$ cat config.mk
export PLATFORM = sky130hd
export DESIGN_NAME = dual_itimer
export DESIGN_NICKNAME = d
export VERILOG_FILES = /design/src/rtl/itmr_pkg.sv /design/src/rtl/itmr_rst_sync.sv /design/src/rtl/itmr_cmd_dec.sv /design/src/rtl/itmr_counter.sv /design/src/rtl/itmr_rdport.sv /design/src/rtl/dual_itimer.sv
export SDC_FILE = /design/constraint.sdc
export NUM_CORES = 1
export LEC_CHECK = 0
export CAP_MARGIN = 10
export CORE_MARGIN = 2
export CORE_UTILIZATION = 50
export CTS_BUF_LIST = sky130_fd_sc_hd__clkbuf_2 sky130_fd_sc_hd__clkbuf_4 sky130_fd_sc_hd__clkbuf_8
export DETAILED_ROUTE_END_ITERATION = 12
export GPL_TIMING_DRIVEN = 0
export PLACE_DENSITY = 0.77
export SLEW_MARGIN = 20
export SYNTH_ARGS = -nofsm -noshare
export SYNTH_HDL_FRONTEND = slang
export SYNTH_SLANG_ARGS = --single-unit
$ cat constraint.sdc
create_clock -name clk -period 1.68 [get_ports clk]
set_input_delay 0.336 -clock clk [delete_from_list [all_inputs] [get_ports clk]]
set_output_delay 0.336 -clock clk [all_outputs]
set_load 0.005 [all_outputs]
$ cat src/rtl/itmr_pkg.sv
package itmr_pkg;

  localparam int NUM_TMR = 2;
  localparam int SEL_W   = (NUM_TMR > 1) ? $clog2(NUM_TMR) : 1;

  typedef enum logic [1:0] {
    OP_LOAD  = 2'b00,
    OP_START = 2'b01,
    OP_STOP  = 2'b10,
    OP_READ  = 2'b11
  } itmr_op_e;

endpackage

$ cat src/rtl/itmr_rst_sync.sv
module itmr_rst_sync #(
  parameter int STAGES = 2
) (
  input  logic clk,
  input  logic rst_n,
  output logic rst_sync_n
);

  logic [STAGES-1:0] sync_q;
  logic [STAGES-1:0] sync_d;

  always_comb begin
    sync_d = {sync_q[STAGES-2:0], 1'b1};
  end

  always_ff @(posedge clk or negedge rst_n) begin
    if (!rst_n) begin
      sync_q <= '0;
    end else begin
      sync_q <= sync_d;
    end
  end

  assign rst_sync_n = sync_q[STAGES-1];

endmodule

$ cat src/rtl/itmr_cmd_dec.sv
module itmr_cmd_dec
  import itmr_pkg::*;
#(
  parameter int NT = NUM_TMR
) (
  input  logic             cmd_valid_i,
  input  logic [1:0]       cmd_op_i,
  input  logic [SEL_W-1:0] cmd_sel_i,
  output logic [NT-1:0]    load_o,
  output logic [NT-1:0]    start_o,
  output logic [NT-1:0]    stop_o,
  output logic             rd_req_o
);

  itmr_op_e op;

  always_comb begin
    op = itmr_op_e'(cmd_op_i);
  end

  for (genvar g = 0; g < NT; g++) begin : g_dec
    logic hit;
    always_comb begin
      hit        = cmd_valid_i && (cmd_sel_i == SEL_W'(g));
      load_o[g]  = hit && (op == OP_LOAD);
      start_o[g] = hit && (op == OP_START);
      stop_o[g]  = hit && (op == OP_STOP);
    end
  end

  always_comb begin
    rd_req_o = cmd_valid_i && (op == OP_READ);
  end

endmodule

$ cat src/rtl/itmr_counter.sv
module itmr_counter #(
  parameter int WIDTH = 16
) (
  input  logic             clk,
  input  logic             rst_n,
  input  logic             tick_i,
  input  logic             freeze_i,
  input  logic             load_i,
  input  logic             start_i,
  input  logic             stop_i,
  input  logic [WIDTH-1:0] load_val_i,
  output logic [WIDTH-1:0] count_o,
  output logic             irq_o
);

  localparam logic [WIDTH-1:0] TOP_VAL = '1;
  localparam logic [WIDTH-1:0] ONE     = {{(WIDTH-1){1'b0}}, 1'b1};

  logic [WIDTH-1:0] count_q, count_d;
  logic             run_q, run_d;
  logic             irq_q, irq_d;
  logic             adv;
  logic             count_en;

  // next state
  always_comb begin
    adv      = run_q && tick_i && !freeze_i && !load_i;
    count_en = load_i || adv;
    count_d  = load_i ? load_val_i : (count_q + ONE);
    if (start_i) begin
      run_d = 1'b1;
    end else if (stop_i) begin
      run_d = 1'b0;
    end else begin
      run_d = run_q;
    end
    irq_d = adv && (count_q == TOP_VAL);
  end

  // registers
  always_ff @(posedge clk or negedge rst_n) begin
    if (!rst_n) begin
      count_q <= '0;
      run_q   <= 1'b1;
      irq_q   <= 1'b0;
    end else begin
      if (count_en) begin
        count_q <= count_d;
      end
      run_q <= run_d;
      irq_q <= irq_d;
    end
  end

  assign count_o = count_q;
  assign irq_o   = irq_q;

  // one step per qualified tick
  p_step_r2: assert property (@(posedge clk) disable iff (!rst_n)
    (run_q && tick_i && !freeze_i && !load_i) |=> (count_q == $past(count_q) + ONE));

  // wrap pulse coincides with a zero count and lasts one cycle
  p_irq_zero_r3: assert property (@(posedge clk) disable iff (!rst_n)
    irq_q |-> (count_q == '0));
  p_irq_pulse_r3: assert property (@(posedge clk) disable iff (!rst_n)
    irq_q |=> !irq_q);

  // load lands unchanged
  p_load_r4: assert property (@(posedge clk) disable iff (!rst_n)
    load_i |=> (count_q == $past(load_val_i)));

  // stopped timer holds
  p_hold_r5: assert property (@(posedge clk) disable iff (!rst_n)
    (!run_q && !load_i) |=> (count_q == $past(count_q)));

  // frozen timer holds
  p_freeze_r7: assert property (@(posedge clk) disable iff (!rst_n)
    (freeze_i && !load_i) |=> (count_q == $past(count_q)));

endmodule

$ cat src/rtl/itmr_rdport.sv
module itmr_rdport
  import itmr_pkg::*;
#(
  parameter int WIDTH = 16,
  parameter int NT    = NUM_TMR
) (
  input  logic             clk,
  input  logic             rst_n,
  input  logic             rd_req_i,
  input  logic [SEL_W-1:0] sel_i,
  input  logic [WIDTH-1:0] cnt_i [NT],
  output logic             rd_valid_o,
  output logic [WIDTH-1:0] rd_data_o
);

  logic             vld_q, vld_d;
  logic [WIDTH-1:0] dat_q, dat_d;

  always_comb begin
    vld_d = rd_req_i;
    dat_d = cnt_i[sel_i];
  end

  always_ff @(posedge clk or negedge rst_n) begin
    if (!rst_n) begin
      vld_q <= 1'b0;
      dat_q <= '0;
    end else begin
      vld_q <= vld_d;
      if (rd_req_i) begin
        dat_q <= dat_d;
      end
    end
  end

  assign rd_valid_o = vld_q;
  assign rd_data_o  = dat_q;

  // valid only after a read request, for one cycle per request
  p_rd_follow_r6: assert property (@(posedge clk) disable iff (!rst_n)
    rd_req_i |=> rd_valid_o);
  p_rd_cause_r6: assert property (@(posedge clk) disable iff (!rst_n)
    !rd_req_i |=> !rd_valid_o);

endmodule

$ cat src/rtl/dual_itimer.sv
module dual_itimer
  import itmr_pkg::*;
#(
  parameter int CNT_W = 16
) (
  input  logic             clk,
  input  logic             rst_n,
  input  logic             tick_a,
  input  logic             tick_b,
  input  logic             halt_bkpt,
  input  logic             console_att,
  input  logic             cmd_valid,
  input  logic [1:0]       cmd_op,
  input  logic [SEL_W-1:0] cmd_sel,
  input  logic [CNT_W-1:0] cmd_data,
  output logic             rd_valid,
  output logic [CNT_W-1:0] rd_data,
  output logic             irq_a,
  output logic             irq_b
);

  logic               rst_sync_n;
  logic               freeze;
  logic [NUM_TMR-1:0] tick_v;
  logic [NUM_TMR-1:0] load_v, start_v, stop_v, irq_v;
  logic               rd_req;
  logic [CNT_W-1:0]   cnt_v [NUM_TMR];

  itmr_rst_sync #(.STAGES(2)) u_rst (
    .clk        (clk),
    .rst_n      (rst_n),
    .rst_sync_n (rst_sync_n)
  );

  always_comb begin
    freeze = halt_bkpt && console_att;
    tick_v = {tick_b, tick_a};
  end

  itmr_cmd_dec #(.NT(NUM_TMR)) u_dec (
    .cmd_valid_i (cmd_valid),
    .cmd_op_i    (cmd_op),
    .cmd_sel_i   (cmd_sel),
    .load_o      (load_v),
    .start_o     (start_v),
    .stop_o      (stop_v),
    .rd_req_o    (rd_req)
  );

  for (genvar g = 0; g < NUM_TMR; g++) begin : g_tmr
    itmr_counter #(.WIDTH(CNT_W)) u_cnt (
      .clk        (clk),
      .rst_n      (rst_sync_n),
      .tick_i     (tick_v[g]),
      .freeze_i   (freeze),
      .load_i     (load_v[g]),
      .start_i    (start_v[g]),
      .stop_i     (stop_v[g]),
      .load_val_i (cmd_data),
      .count_o    (cnt_v[g]),
      .irq_o      (irq_v[g])
    );
  end

  itmr_rdport #(.WIDTH(CNT_W), .NT(NUM_TMR)) u_rd (
    .clk        (clk),
    .rst_n      (rst_sync_n),
    .rd_req_i   (rd_req),
    .sel_i      (cmd_sel),
    .cnt_i      (cnt_v),
    .rd_valid_o (rd_valid),
    .rd_data_o  (rd_data)
  );

  assign irq_a = irq_v[0];
  assign irq_b = irq_v[1];

  // a wrap happens on one timer per tick line; both lines may only pulse together when both ticked
  p_irq_own_r8: assert property (@(posedge clk) disable iff (!rst_sync_n)
    (irq_a && irq_b) |-> ($past(tick_a) && $past(tick_b)));

  // outputs quiet while reset is held internally
  p_rst_quiet_r1: assert property (@(posedge clk)
    !rst_sync_n |-> (!irq_a && !irq_b && !rd_valid));

endmodule

Word-level counts from Yosys, hierarchy flattened --
Cells that the tools add are included. W data, S select, Z words.
Word-level totals: register bits 55, input bits 26, output and inout port bits 19, word-level logic and storage cells 54
Operators by class: add/sub/neg operators 2, magnitude comparators 1, equality and inequality tests 5, multiplexer cells 9, bitwise operators 2, reduce and logical (&&, ||, !) cells 26
Operators with widths (count):
- $mux W16 | 5
- $add A16 B1 Y16 const B | 2
- $eq A16 B16 Y1 const B | 2
- $logic_and A1 B1 Y1 | 18
- $eq A2 B2 Y1 const B | 2
- $mux W1 | 4
- $reduce_bool A2 Y1 | 2
- $logic_not A1 Y1 | 3
- $eq A2 B1 Y1 const B | 1
- $ge A2 B2 Y1 const B | 1
- $logic_not A2 Y1 | 1
- $logic_or A1 B1 Y1 | 2
- $not A1 Y2 | 1
- $not A1 Y1 | 1

Depth between registers and ports, before layout --
word-level depth 6, gate-level depth with buffers 7, mapped depth without buffers 6

By module --
Synthesis repeated with hierarchy kept, for this count alone.
Second synthesis, totals: cells, all modules 297, area total of the unflattened synthesis 2980.4 µm²
By module, submodules not included:
- itmr_counter | instances 2, cells each 108, area an instance 1033.5 µm², sequential area each 451.7 µm²
- itmr_rdport | instances 1, cells each 70, area an instance 770.7 µm², sequential area each 425.4 µm²
- itmr_cmd_dec | instances 1, cells each 7, area an instance 82.6 µm², sequential area each 0.0 µm²
- itmr_rst_sync | instances 1, cells each 3, area an instance 53.8 µm², sequential area each 50.0 µm²
- dual_itimer | instances 1, cells each 1, area an instance 6.3 µm², sequential area each 0.0 µm²

Worst setup path before layout --
No wires, ideal clock.
kind reg-to-reg, start register g_tmr[0].u_cnt.run_q, end register g_tmr[0].u_cnt.count_q[11], library setup time 0.076 ns, arrival 1.374 ns, path slack 0.229 ns, stages on the path, launching flop included 6, path buffers 0, period minus slack after synthesis 1.451 ns, cells stage by stage dfstp_2 nand2_1 nor4_4 nand3_1 xor2_1 o21ai_1
Between the ends: longest elaborated chain between the ends 4
Ends and longest elaborated chain:
- start, declared | line itmr_counter.sv:20 | logic run_q, run_d;
- start signal, assigned | line itmr_counter.sv:50 | run_q <= run_d;
- $logic_and A1 B1 Y1 (3 in series) | line itmr_counter.sv:27 | adv = run_q && tick_i && !freeze_i && !load_i;
- $logic_or A1 B1 Y1 | line itmr_counter.sv:28 | count_en = load_i || adv;
- end signal, assigned | line itmr_counter.sv:48 | count_q <= count_d;
- end, declared | line itmr_counter.sv:19 | logic [WIDTH-1:0] count_q, count_d;
Every way passes these cells. A chain may end at the register's enable or synchronous reset.

Worst setup path in the final report --
start input port cmd_valid, end register g_tmr[1].u_cnt.count_q[10]
Between the ends: longest elaborated chain between the ends 5, elaborated cells between the ends (all ways) 6, classes of those cells mux (1); reduce/logical (5)
Ends and longest elaborated chain:
- start, declared | line dual_itimer.sv:12 | input logic cmd_valid,
- $logic_and A1 B1 Y1 * | line itmr_cmd_dec.sv:24 | hit = cmd_valid_i && (cmd_sel_i == SEL_W'(g));
- $logic_and A1 B1 Y1 * | line itmr_cmd_dec.sv:25 | load_o[g] = hit && (op == OP_LOAD);
- $logic_not A1 Y1 | line itmr_counter.sv:27
- $logic_and A1 B1 Y1 | line itmr_counter.sv:27
- $logic_or A1 B1 Y1 | line itmr_counter.sv:28
- end signal, assigned | line itmr_counter.sv:48
- end, declared | line itmr_counter.sv:19
Every way passes the cells marked *; elsewhere a longest branch is shown, timed or not.

==> flow_metrics.tcl <==
set metrics [dict create \
    ff2ff_path_depth 7 \
    pin_count 45 \
    tightestPinTransition_ps 686.2 \
    power_density_nw_per_um2 1168 \
    syn-instance-count 290 \
    synth-seq-cells 55 \
    cts_tree "built" \
    final_max_slew_viol_count 0 \
    dp_hpwl_mm 4.665 \
    rsz0062_at_grt "true" \
    htree_levels 2 \
    port_buffers 43 \
    antenna_found_initial 0 \
    die-area_sq_um 6231 \
    drv_cap 0 \
    hp-class "in2async" \
    multi_input_area_sq_um 1366 \
    track_usage_pct 22.55 \
    ys_seq_area_share_pct 49.11 \
    cts_root_buf "clkbuf_8" \
    wl_per_cell_um 15.67 \
    coreArea_sq_um 5473 \
    clockBufferDepth 2 \
    syn_avg_cell_area_sq_um 9.682 \
    power.total_uw 4175 \
    post-route-util_pct 65.34 \
    place_area_sq_um 3332 \
    finalCritPeriodShare_pct 95.86 \
    drt_pre_antenna_iters 4 \
    cp.required_ps 1870 \
    drc 0 \
    drive_gt1_share_pct 14.65 \
    grt_pass1_vias 2139 \
    cts_made_buffers 5 \
    rows 27 \
    area_growth_pct 27.36 \
    synth_area_leaders "dfrtp_1 47%, nand2_1 8.3%, o21ai_1 7.8%, mux2i_1 6.4%, xor2_1 6.2%" \
    worst_skew_pair.late_latency_ps 310 \
    wl_mm 6.691 \
    num_vias 2334 \
    fillers 470 \
    grt_max_degree 54 \
    netlist_area_sq_um 2808 \
    yosys_warnings 0 \
    register_area_sq_um 1384 \
    drt_iter0_drc 219 \
    yosysTopAreaCell "dfrtp_1" \
    leakage_uw 0.001495 \
    die_w_um 78.94 \
    synth_most_common_cell "nand2_1" \
    synthFlopType "dfrtp_1" \
    crit_path_top_delay_cell "clkdlybuf4s50_1" \
    place.gp.congestion 0.8966 \
    start_util_pct 51.30 \
    fin_skew_ps 7.189 \
    synthArstFlopShare_pct 100.0 \
    grt_pass1_wl_mm 10.62 \
    viasPerCell 5.466 \
    status "finished clean" \
    fmax_mhz 620.9 \
    path_clk_slew_ps 100 \
    final_nets 382 \
    ir_drop_mv 0.7965 \
    yosysTopAreaCellShare_pct 47.24 \
    endpoint_kind "flip-flop" \
    finalHoldViolCount 0 \
    synth_edf_count 0 \
    cts_sinks 55 \
    start_kind "input pin" \
    ant_nets 0 \
    final_cell_area_sq_um 3576 \
    die_y_um 78.94 \
    worstPathCellList "clkdlybuf4s50_1 -> nand2_1 -> or3_1 -> clkbuf_1 -> nor2_1 -> a21oi_2" \
    ys_types 34 \
    critical_path_arrival_ps 1800 \
    finalSetupViolCount 0 \
    grt_overflow_total 0 \
    crit_type "in2reg" \
    syn_nets 318 \
    min_period_ps 1610 \
    slowest_delay_ps 560 \
    synthTopCellsByCount "62 x nand2_1, 53 x dfrtp_1, 44 x o21ai_1, 20 x xor2_1, 18 x mux2i_1" \
    ctsHoldBuffers 0 \
    path_max_fanout 7 \
    slew_headroom_pct 54.25 \
    diodes 0 \
]
==> layout make-up <==
class                   instances  share of cell area [%]
multi-input cells             220                   38.21
inverters                       3                  0.3149
repair buffers                 57                   14.98
plain buffers                  12                   1.994
flip-flops and latches         55                   38.70
clock inverters                 2                  0.9797
well taps                      72                   2.519
clock buffers                   6                   2.309
==> repair_timing <==
action	4_1_cts	5_1_grt
setup buffers	5	9
gates cloned	0	0
gates resized for setup	0	12
setup endpoints to repair	5	33
pin swaps	2	4
==> flip-flops by register name (all words and copies together), names as in the netlist <==
| signal | cells |
|---|---|
| g_tmr.u_cnt.count_o | 32 |
| g_tmr.u_cnt.irq_o | 2 |
| g_tmr.u_cnt.run_q | 2 |
| u_rd.rd_data_o | 16 |
| u_rd.rd_valid_o | 1 |
| u_rst.sync_q | 2 |
==> critical path, delay by kind of cell <==
kind                   cells  cell delay [ps]
buffers and inverters      2              770
and+or+nand+nor            3              650
AOI/OAI and AO/OA          1               40
==> final timing paths <==
kind | from | end | slack [ps]
max in group asynchronous | u_rst.sync_q[1] | g_tmr[1].u_cnt.count_o[0] | 800
worst min-delay path | rst_n | u_rst.sync_q[1] | 170
worst min register to register | u_rst.sync_q[0] | u_rst.sync_q[1] | 360
worst max-delay path | cmd_valid | g_tmr[1].u_cnt.count_o[10] | 70
min in group clk | u_rst.sync_q[0] | u_rst.sync_q[1] | 360
worst max register to register | g_tmr[1].u_cnt.count_o[0] | g_tmr[1].u_cnt.count_o[10] | 90
==> routing by layer <==
layer	global-route usage, %	up-vias	wire length, um
met3	4.432	13	402
met1	30.40	1120	2831
met2	36.75	75	3352
met4	7.586	0	104
li1	-	1126	-
met5	0	-	0
==> layout by cell type (no fill, tap or decap), types with 4 or more instances in the layout <==
cell type / instances
clkdlybuf4s50_1: 43
nor2_1: 6
and4_1: 4
xnor2_1: 10
buf_2: 4
o21ai_0: 4
mux2i_1: 18
buf_4: 17
nand2_1: 61
clkbuf_8: 6
xor2_1: 20
nor3_4: 4
nand4_1: 7
o21ai_1: 44
nand3_1: 15
dfrtp_1: 51
and3_1: 5
==> stage by stage <==
stage	hold slack (ps)	setup WS, ps	std cells	setup TNS (ps)
after floorplan	40.41	38.97	290	0
after global placement	335.7	-588.6	405	-40190
after detailed placement	340.3	-379.9	405	-11390
after CTS	167.8	46.05	418	0
after global routing	151.6	-22.74	427	-42.32
final	169.9	69.50	427	0
==> report_power, final <==
part | internal [uW] | switching [uW]
Sequential | 1690 | 419
Combinational | 670 | 486
Clock | 483 | 429
==> logic make-up (layout without fill, tap and decap cells) <==
kind of cell / after synthesis / in the layout / synth area share (%)
AO/OA/AOI/OAI: 54 / 54 / 9.982
XOR/XNOR: 30 / 30 / 9.358
adder cells (fa/ha/maj): 2 / 2 / 0.8911
buffers and inverters: 15 / 80 / 2.674
flip-flops: 55 / 55 / 49.11
multiplexers: 18 / 18 / 6.417
other: 1 / 1 / 0.1336
AND/OR/NAND/NOR: 115 / 115 / 21.44
No activity file was read; power rests on OpenSTA's default activity.
